[config.mk]
export PLATFORM = sky130hd
export DESIGN_NAME = mdu_mq_unit
export DESIGN_NICKNAME = d
export VERILOG_FILES = /design/src/rtl/mdu_pkg.sv /design/src/rtl/mdu_mul_core.sv /design/src/rtl/mdu_div_core.sv /design/src/rtl/mdu_mq_unit.sv
export SDC_FILE = /design/constraint.sdc
export NUM_CORES = 2
export LEC_CHECK = 0
export BUFFER_PORTS_ARGS = -buffer_cell sky130_fd_sc_hd__buf_2
export CAP_MARGIN = 0
export CORE_ASPECT_RATIO = 1.75
export CORE_MARGIN = 10
export CORE_UTILIZATION = 30
export CTS_CLUSTER_SIZE = 12
export DETAILED_ROUTE_END_ITERATION = 12
export GPL_ROUTABILITY_DRIVEN = 0
export PLACE_DENSITY = 0.46
export SYNTH_ARGS = -nofsm -noshare
export SYNTH_HDL_FRONTEND = slang
export SYNTH_SLANG_ARGS = --single-unit
[constraint.sdc]
create_clock -name clk -period 18.73 [get_ports clk]
set_input_delay 1.873 -clock clk [delete_from_list [all_inputs] [get_ports clk]]
set_output_delay 1.873 -clock clk [all_outputs]
set_load 0.005 [all_outputs]
[src/rtl/mdu_pkg.sv]
package mdu_pkg;

   // Operation kind, carried in bits 2..1 of the operation code.
   typedef enum logic [1:0] {
      K_MUL  = 2'b00,
      K_DIVW = 2'b01,
      K_DIVS = 2'b10,
      K_RSV  = 2'b11
   } kind_e;

   typedef struct packed {
      kind_e kind;
      logic  rec_ov;
   } op_t;

   typedef enum logic [1:0] {
      S_IDLE,
      S_MUL,
      S_DIV,
      S_SPEC
   } state_e;

endpackage

[src/rtl/mdu_mul_core.sv]
module mdu_mul_core #(
   parameter int W      = 32,
   parameter bit SERIAL = 1'b0
) (
   input  logic           clk,
   input  logic           rst,
   input  logic           go_i,
   input  logic [W-1:0]   a_i,
   input  logic [W-1:0]   b_i,
   output logic           fin_o,
   output logic [2*W-1:0] prod_o
);
   localparam int CW = $clog2(W + 1);

   generate
      if (SERIAL) begin : g_serial
         logic [W-1:0]  a_q, hi_q, lo_q;
         logic [CW-1:0] cnt_q;
         logic          fin_q;
         logic [W:0]    sum;

         // Add the multiplicand when the current multiplier bit is set.
         assign sum = {1'b0, hi_q} + (lo_q[0] ? {1'b0, a_q} : '0);

         always_ff @(posedge clk) begin
            if (rst) begin
               a_q   <= '0;
               hi_q  <= '0;
               lo_q  <= '0;
               cnt_q <= '0;
               fin_q <= 1'b0;
            end else begin
               fin_q <= 1'b0;
               if (go_i) begin
                  a_q   <= a_i;
                  hi_q  <= '0;
                  lo_q  <= b_i;
                  cnt_q <= CW'(W);
               end else if (cnt_q != '0) begin
                  hi_q  <= sum[W:1];
                  lo_q  <= {sum[0], lo_q[W-1:1]};
                  cnt_q <= cnt_q - 1'b1;
                  fin_q <= (cnt_q == CW'(1));
               end
            end
         end

         assign fin_o  = fin_q;
         assign prod_o = {hi_q, lo_q};

         AST_MUL_ONE_SHOT: assert property (@(posedge clk) disable iff (rst)
            fin_q |=> !fin_q);
      end else begin : g_single
         logic [2*W-1:0] prod_q;
         logic           fin_q;

         always_ff @(posedge clk) begin
            if (rst) begin
               prod_q <= '0;
               fin_q  <= 1'b0;
            end else begin
               fin_q <= go_i;
               if (go_i) prod_q <= {{W{1'b0}}, a_i} * {{W{1'b0}}, b_i};
            end
         end

         assign fin_o  = fin_q;
         assign prod_o = prod_q;
      end
   endgenerate

endmodule

[src/rtl/mdu_div_core.sv]
module mdu_div_core #(
   parameter int W = 32
) (
   input  logic         clk,
   input  logic         rst,
   input  logic         go_i,
   input  logic [W-1:0] num_hi_i,
   input  logic [W-1:0] num_lo_i,
   input  logic [W-1:0] den_i,
   output logic         fin_o,
   output logic [W-1:0] quo_o,
   output logic [W-1:0] rem_o
);
   localparam int CW = $clog2(W + 1);

   logic [W-1:0]  den_q, rem_q, quo_q;
   logic [CW-1:0] cnt_q;
   logic          fin_q;
   logic [W:0]    shifted, trial;

   // One restoring step: shift in the next dividend bit, then try to subtract.
   assign shifted = {rem_q, quo_q[W-1]};
   assign trial   = shifted - {1'b0, den_q};

   always_ff @(posedge clk) begin
      if (rst) begin
         den_q <= '0;
         rem_q <= '0;
         quo_q <= '0;
         cnt_q <= '0;
         fin_q <= 1'b0;
      end else begin
         fin_q <= 1'b0;
         if (go_i) begin
            den_q <= den_i;
            rem_q <= num_hi_i;
            quo_q <= num_lo_i;
            cnt_q <= CW'(W);
         end else if (cnt_q != '0) begin
            cnt_q <= cnt_q - 1'b1;
            fin_q <= (cnt_q == CW'(1));
            if (!trial[W]) begin
               rem_q <= trial[W-1:0];
               quo_q <= {quo_q[W-2:0], 1'b1};
            end else begin
               rem_q <= shifted[W-1:0];
               quo_q <= {quo_q[W-2:0], 1'b0};
            end
         end
      end
   end

   assign fin_o = fin_q;
   assign quo_o = quo_q;
   assign rem_o = rem_q;

   AST_REM_BELOW_DIVISOR: assert property (@(posedge clk) disable iff (rst)
      fin_q |-> (rem_q < den_q));

endmodule

[src/rtl/mdu_mq_unit.sv]
module mdu_mq_unit
   import mdu_pkg::*;
#(
   parameter int W          = 32,
   parameter bit MUL_SERIAL = 1'b0
) (
   input  logic         clk,
   input  logic         rst,
   input  logic         start_i,
   input  logic [2:0]   op_i,
   input  logic [W-1:0] a_i,
   input  logic [W-1:0] b_i,
   output logic [W-1:0] result_o,
   output logic [W-1:0] mq_o,
   output logic         ov_o,
   output logic         so_o,
   output logic         done_o
);
   localparam logic [W-1:0] MIN_WORD = {1'b1, {(W-1){1'b0}}};

   initial assert (W >= 4 && (W % 2) == 0)
      else $error("mdu_mq_unit: W must be even and at least 4");

   state_e         state_q;
   logic           rec_q, neg_q_q, neg_r_q;
   logic [W-1:0]   result_q, mq_q;
   logic           ov_q, so_q, done_q;

   op_t            op_in;
   logic           accept, is_div_in, special, too_big, div_go, mul_go;
   logic [2*W-1:0] dividend, mag_n;
   logic [W-1:0]   mag_d;
   logic           neg_n, neg_d;

   assign op_in     = op_t'(op_i);
   assign accept    = start_i && (state_q == S_IDLE);
   assign is_div_in = (op_in.kind == K_DIVW) || (op_in.kind == K_DIVS);

   // Dividend and divisor are prepared as signs plus magnitudes.
   assign dividend = (op_in.kind == K_DIVW) ? {a_i, mq_q} : {{W{a_i[W-1]}}, a_i};
   assign neg_n    = dividend[2*W-1];
   assign neg_d    = b_i[W-1];
   assign mag_n    = neg_n ? (~dividend + 1'b1) : dividend;
   assign mag_d    = neg_d ? (~b_i + 1'b1) : b_i;
   assign special  = (b_i == '0) || ((dividend[W-1:0] == MIN_WORD) && (b_i == '1));
   assign too_big  = (mag_n[2*W-1:W] >= mag_d);
   assign div_go   = accept && is_div_in && !special && !too_big;
   assign mul_go   = accept && !is_div_in;

   logic           mul_fin;
   logic [2*W-1:0] prod;
   logic           mul_ov;

   mdu_mul_core #(.W(W), .SERIAL(MUL_SERIAL)) u_mul (
      .clk(clk), .rst(rst), .go_i(mul_go), .a_i(a_i), .b_i(b_i),
      .fin_o(mul_fin), .prod_o(prod)
   );

   assign mul_ov = (prod[2*W-1:W] != {W{prod[W-1]}});

   logic           div_fin;
   logic [W-1:0]   q_mag, r_mag, q_fixed, r_fixed;
   logic           q_fits;

   mdu_div_core #(.W(W)) u_div (
      .clk(clk), .rst(rst), .go_i(div_go),
      .num_hi_i(mag_n[2*W-1:W]), .num_lo_i(mag_n[W-1:0]), .den_i(mag_d),
      .fin_o(div_fin), .quo_o(q_mag), .rem_o(r_mag)
   );

   // Sign correction: quotient sign is the XOR of the operand signs,
   // remainder sign follows the dividend.
   assign q_fixed = neg_q_q ? (~q_mag + 1'b1) : q_mag;
   assign r_fixed = neg_r_q ? (~r_mag + 1'b1) : r_mag;
   assign q_fits  = neg_q_q ? (q_mag <= MIN_WORD) : !q_mag[W-1];

   always_ff @(posedge clk) begin
      if (rst) begin
         state_q  <= S_IDLE;
         rec_q    <= 1'b0;
         neg_q_q  <= 1'b0;
         neg_r_q  <= 1'b0;
         result_q <= '0;
         mq_q     <= '0;
         ov_q     <= 1'b0;
         so_q     <= 1'b0;
         done_q   <= 1'b0;
      end else begin
         done_q <= 1'b0;
         unique case (state_q)
            S_IDLE: begin
               if (accept) begin
                  rec_q <= op_in.rec_ov;
                  if (is_div_in) begin
                     if (special || too_big) begin
                        result_q <= MIN_WORD;
                        mq_q     <= '0;
                        if (op_in.rec_ov) begin
                           ov_q <= 1'b1;
                           so_q <= 1'b1;
                        end
                        state_q <= S_SPEC;
                     end else begin
                        neg_q_q <= neg_n ^ neg_d;
                        neg_r_q <= neg_n;
                        state_q <= S_DIV;
                     end
                  end else begin
                     state_q <= S_MUL;
                  end
               end
            end
            S_MUL: begin
               if (mul_fin) begin
                  result_q <= prod[2*W-1:W];
                  mq_q     <= prod[W-1:0];
                  if (rec_q) begin
                     ov_q <= mul_ov;
                     so_q <= so_q | mul_ov;
                  end
                  done_q  <= 1'b1;
                  state_q <= S_IDLE;
               end
            end
            S_DIV: begin
               if (div_fin) begin
                  result_q <= q_fixed;
                  mq_q     <= r_fixed;
                  if (rec_q) begin
                     ov_q <= !q_fits;
                     so_q <= so_q | !q_fits;
                  end
                  done_q  <= 1'b1;
                  state_q <= S_IDLE;
               end
            end
            S_SPEC: begin
               done_q  <= 1'b1;
               state_q <= S_IDLE;
            end
            default: state_q <= S_IDLE;
         endcase
      end
   end

   assign result_o = result_q;
   assign mq_o     = mq_q;
   assign ov_o     = ov_q;
   assign so_o     = so_q;
   assign done_o   = done_q;

   AST_SO_STICKY: assert property (@(posedge clk) disable iff (rst)
      so_q |=> so_q);
   AST_DONE_PULSE: assert property (@(posedge clk) disable iff (rst)
      done_q |=> !done_q);
   AST_HOLD_WHEN_IDLE: assert property (@(posedge clk) disable iff (rst)
      (state_q == S_IDLE && !start_i) |=>
         ($stable(result_q) && $stable(mq_q) && $stable(ov_q) && $stable(so_q)));
   AST_OV_ONLY_RECORDING: assert property (@(posedge clk) disable iff (rst)
      !$stable(ov_q) |-> rec_q);
   AST_SPECIAL_OUTPUT: assert property (@(posedge clk) disable iff (rst)
      (state_q == S_SPEC) |-> (result_q == MIN_WORD && mq_q == '0));

endmodule

==> flow_summary_export.csv <==
group,metric,value,unit
synthesis,synth.area.top_cells,"fa_1, dfxtp_1, ha_1, and2_1, inv_1",
worst_hold_path,hold_class,"flop to flop",
clock_network,cts_resized,0,
grt,grt_max_degree,72,
clock_network,root_buffer,"clkbuf_16",
critical_path,arrival,10.86,ns
synthesis,synth_enable_flop_cells,0,
floorplan,design.core.area,169000,um2
clock_network,cts_setup_buffers,0,
grt,grt_usage,21.2,%
floorplan,die_h,565,um
routing,vias,42800,
timing,finalMaxSlewViolations,0,
synthesis,synth_area,51000,um2
grt,first_global_vias,46000,
timing,fmax,96.5,MHz
routing,viasPerCell,5.26,
critical_path,critical_path_class,"input port to flop",
timing,timing.setup.tns,0,ns
routing,drtAntennaViolNets,0,
routing,detail_route.wl_per_cell,24.9,um
floorplan,rows,200,
synthesis,synth_simple_gate_area_share,21.0,%
timing,max_slew_margin,9.19,%
run_status,status,"finished clean",
routing,drt_wl_total,202000,um
synthesis,synth_xor_area_share,3.64,%
synthesis,synth_top_area_share,35.2,%
place,dpl_worst_slack,7.95,ns
critical_path,path_max_fanout,36,
synthesis,synth_compound_area_share,11.2,%
clock_network,insertion_delay,0.61,ns
synthesis,synth-adder-area-share,43.6,%
floorplan,initial_core_util,30.1,%
clock_network,clkTransAtPathRegs,0.07,ns
timing,timing_hold_violations_final,0,
finish,drive_above_1_share,5.38,%
synthesis,syn_inst,6080,
timing,whs,0.449,ns
routing,drt_iter0_markers,2781,
critical_path,cpMostUsedCell,"fa_1",
synthesis,synthMuxAreaShare,1.03,%
grt,antenna_found_initial,24,
routing,first_pass_iters,8,
place,io_buffers,136,
job,max_cap_viol_count,0,
timing,finClkSkew,0.0326,ns
critical_path,cp_slowest_cell,"o21ai_1",
routing,drc_errors,0,
synthesis,yosys_most_used_dff,"dfxtp_1",
critical_path,critical_path_required,19.22,ns
clock_network,clk_path_buf_depth,3,
clock_network,hold_buffers,0,
timing,worst_pin_slew,1.35,ns
synthesis,ys_warn_count,0,
synthesis,synth_top_family_by_area,"adder cells",
critical_path,cp_slowest_stage_delay,0.90,ns
clock_network,cts_tree,"yes",
floorplan,die_w,332,um
place,dp_cells,8076,
synthesis,syn_area_per_cell,8.39,um2
finish,instances_no_fill,8124,
critical_path,start_kind,"input port",
timing,rsz0062_at_grt,"no",
synthesis,synthesis.nets,7388,
finish,fin_nets,7189,
synthesis,async_reset_ff_share,0,%
grt,grt_pass1_wl,300000,um
timing,period_share,55.4,%
place,dp_hpwl,152000,um
critical_path,path_cells,"buf_2 > and2_1 > fa_1 > fa_1 > inv_1 > fa_1 > fa_1 > inv_1 > fa_1 > fa_1 > fa_1 > fa_1 > ha_1 > and3_1 > nand2_1 > or4_1 > o32ai_1 > nor3_1 > o21ai_1 > a21oi_1 > o31ai_1 > nand4_1 > and3_1",
timing,setup_viol,0,
synthesis,yosys-top-cells-count,"inv_1, fa_1, nand2_1",
floorplan,ios,137,
finish,syn_to_final_growth,6.36,%
clock_network,htree_num_levels,1,
grt,overflow,0,
clock_network,cts_buffers,25,
synthesis,synth-seq-area-share,9.42,%
synthesis,synth_seq_cells,240,
clock_network,clock_sinks,240,
synthesis,yosysMostFrequentCell,"inv_1",
floorplan,die-area,188000,um2
timing,setup_slack,8.36,ns
synthesis,yosys.area.top_type,"fa_1",
timing,period_needed,10.37,ns
synthesis,synth.distinct_cells,92,
critical_path,end_kind,"flop",
[kinds of logic after synthesis]
group	after synthesis
AOI/OAI and AO/OA	859
xor gates and xnor gates	212
adders and majority gates	1238
buffers and inverters	1362
DFF	240
muxes	50
and+or+nand+nor	2119
[layout by cell type (no fill, tap or decap), types with 18 or more instances in the layout]
cell,count
and3_1,18
xnor2_1,126
nand2b_1,20
nor3_1,81
o21ai_0,137
a31oi_1,25
o31ai_1,49
ha_1,337
inv_1,916
mux2i_1,40
a21o_1,74
or3_1,28
fa_1,897
a311oi_1,33
nor4_1,29
buf_2,134
a211oi_1,57
dfxtp_1,240
a21oi_1,250
nand2_1,809
xor2_1,86
clkbuf_16,25
buf_4,85
nand4_1,50
nor2_1,210
and2_1,632
nor2b_1,24
nor3b_1,19
a22o_1,63
o21bai_1,20
nand3_1,118
[worst max-delay path: cells and delay by family]
| family | cells | cell delay (ns) |
|---|---|---|
| simple gates | 7 | 1.90 |
| compound gates | 4 | 1.70 |
| fa+ha+maj | 9 | 4.41 |
| buf+inv | 3 | 0.93 |
[metal layers]
layer	track usage, %	share of wire, %
met1	21.6	35
met2	41.1	54
met3	1.91	4.0
met4	13.1	7.0
met5	0	0.0040
[cell type report]
cell class | instances | area [um2]
Timing Repair Buffer | 220 | 1320
Clock inverter | 3 | 80.1
Inverter | 916 | 3440
Fill cell | 18000 | 115000
Sequential cell | 240 | 4800
Clock buffer | 36 | 717
Tap cell | 2222 | 2780
Antenna cell | 9 | 22.5
Multi-Input combinational cell | 4478 | 41100
[sequential cells by signal, summed over array words and instances, names as in the netlist, 2 cells and up]
name	cells
u_div.quo_o	32
state_q	2
u_div.cnt_q	6
result_o	32
u_div.den_q	32
u_mul.prod_o	64
mq_o	32
u_div.rem_o	32
[through the flow]
step                utilization (%)  instance area (um2)
floorplan                         -                51000
global placement               31.5                53400
detailed placement             31.5                53400
CTS                            32.0                54200
global route                   32.0                54200
finish                         32.0                54200
[worst paths after layout]
path                      from               end  slack, ns  depth (start not counted)
setup reg to reg      mq_o[23]   u_div.rem_o[21]      11.95                         21
hold / removal    result_o[14]      result_o[14]       0.45                          2
hold reg to reg   result_o[14]      result_o[14]       0.45                          2
setup / recovery        b_i[9]  u_mul.prod_o[63]       8.36                         23
Power is left out: the tool's default activity adds up to more than one toggle a clock period on the data nets, which glitch-free logic cannot reach.
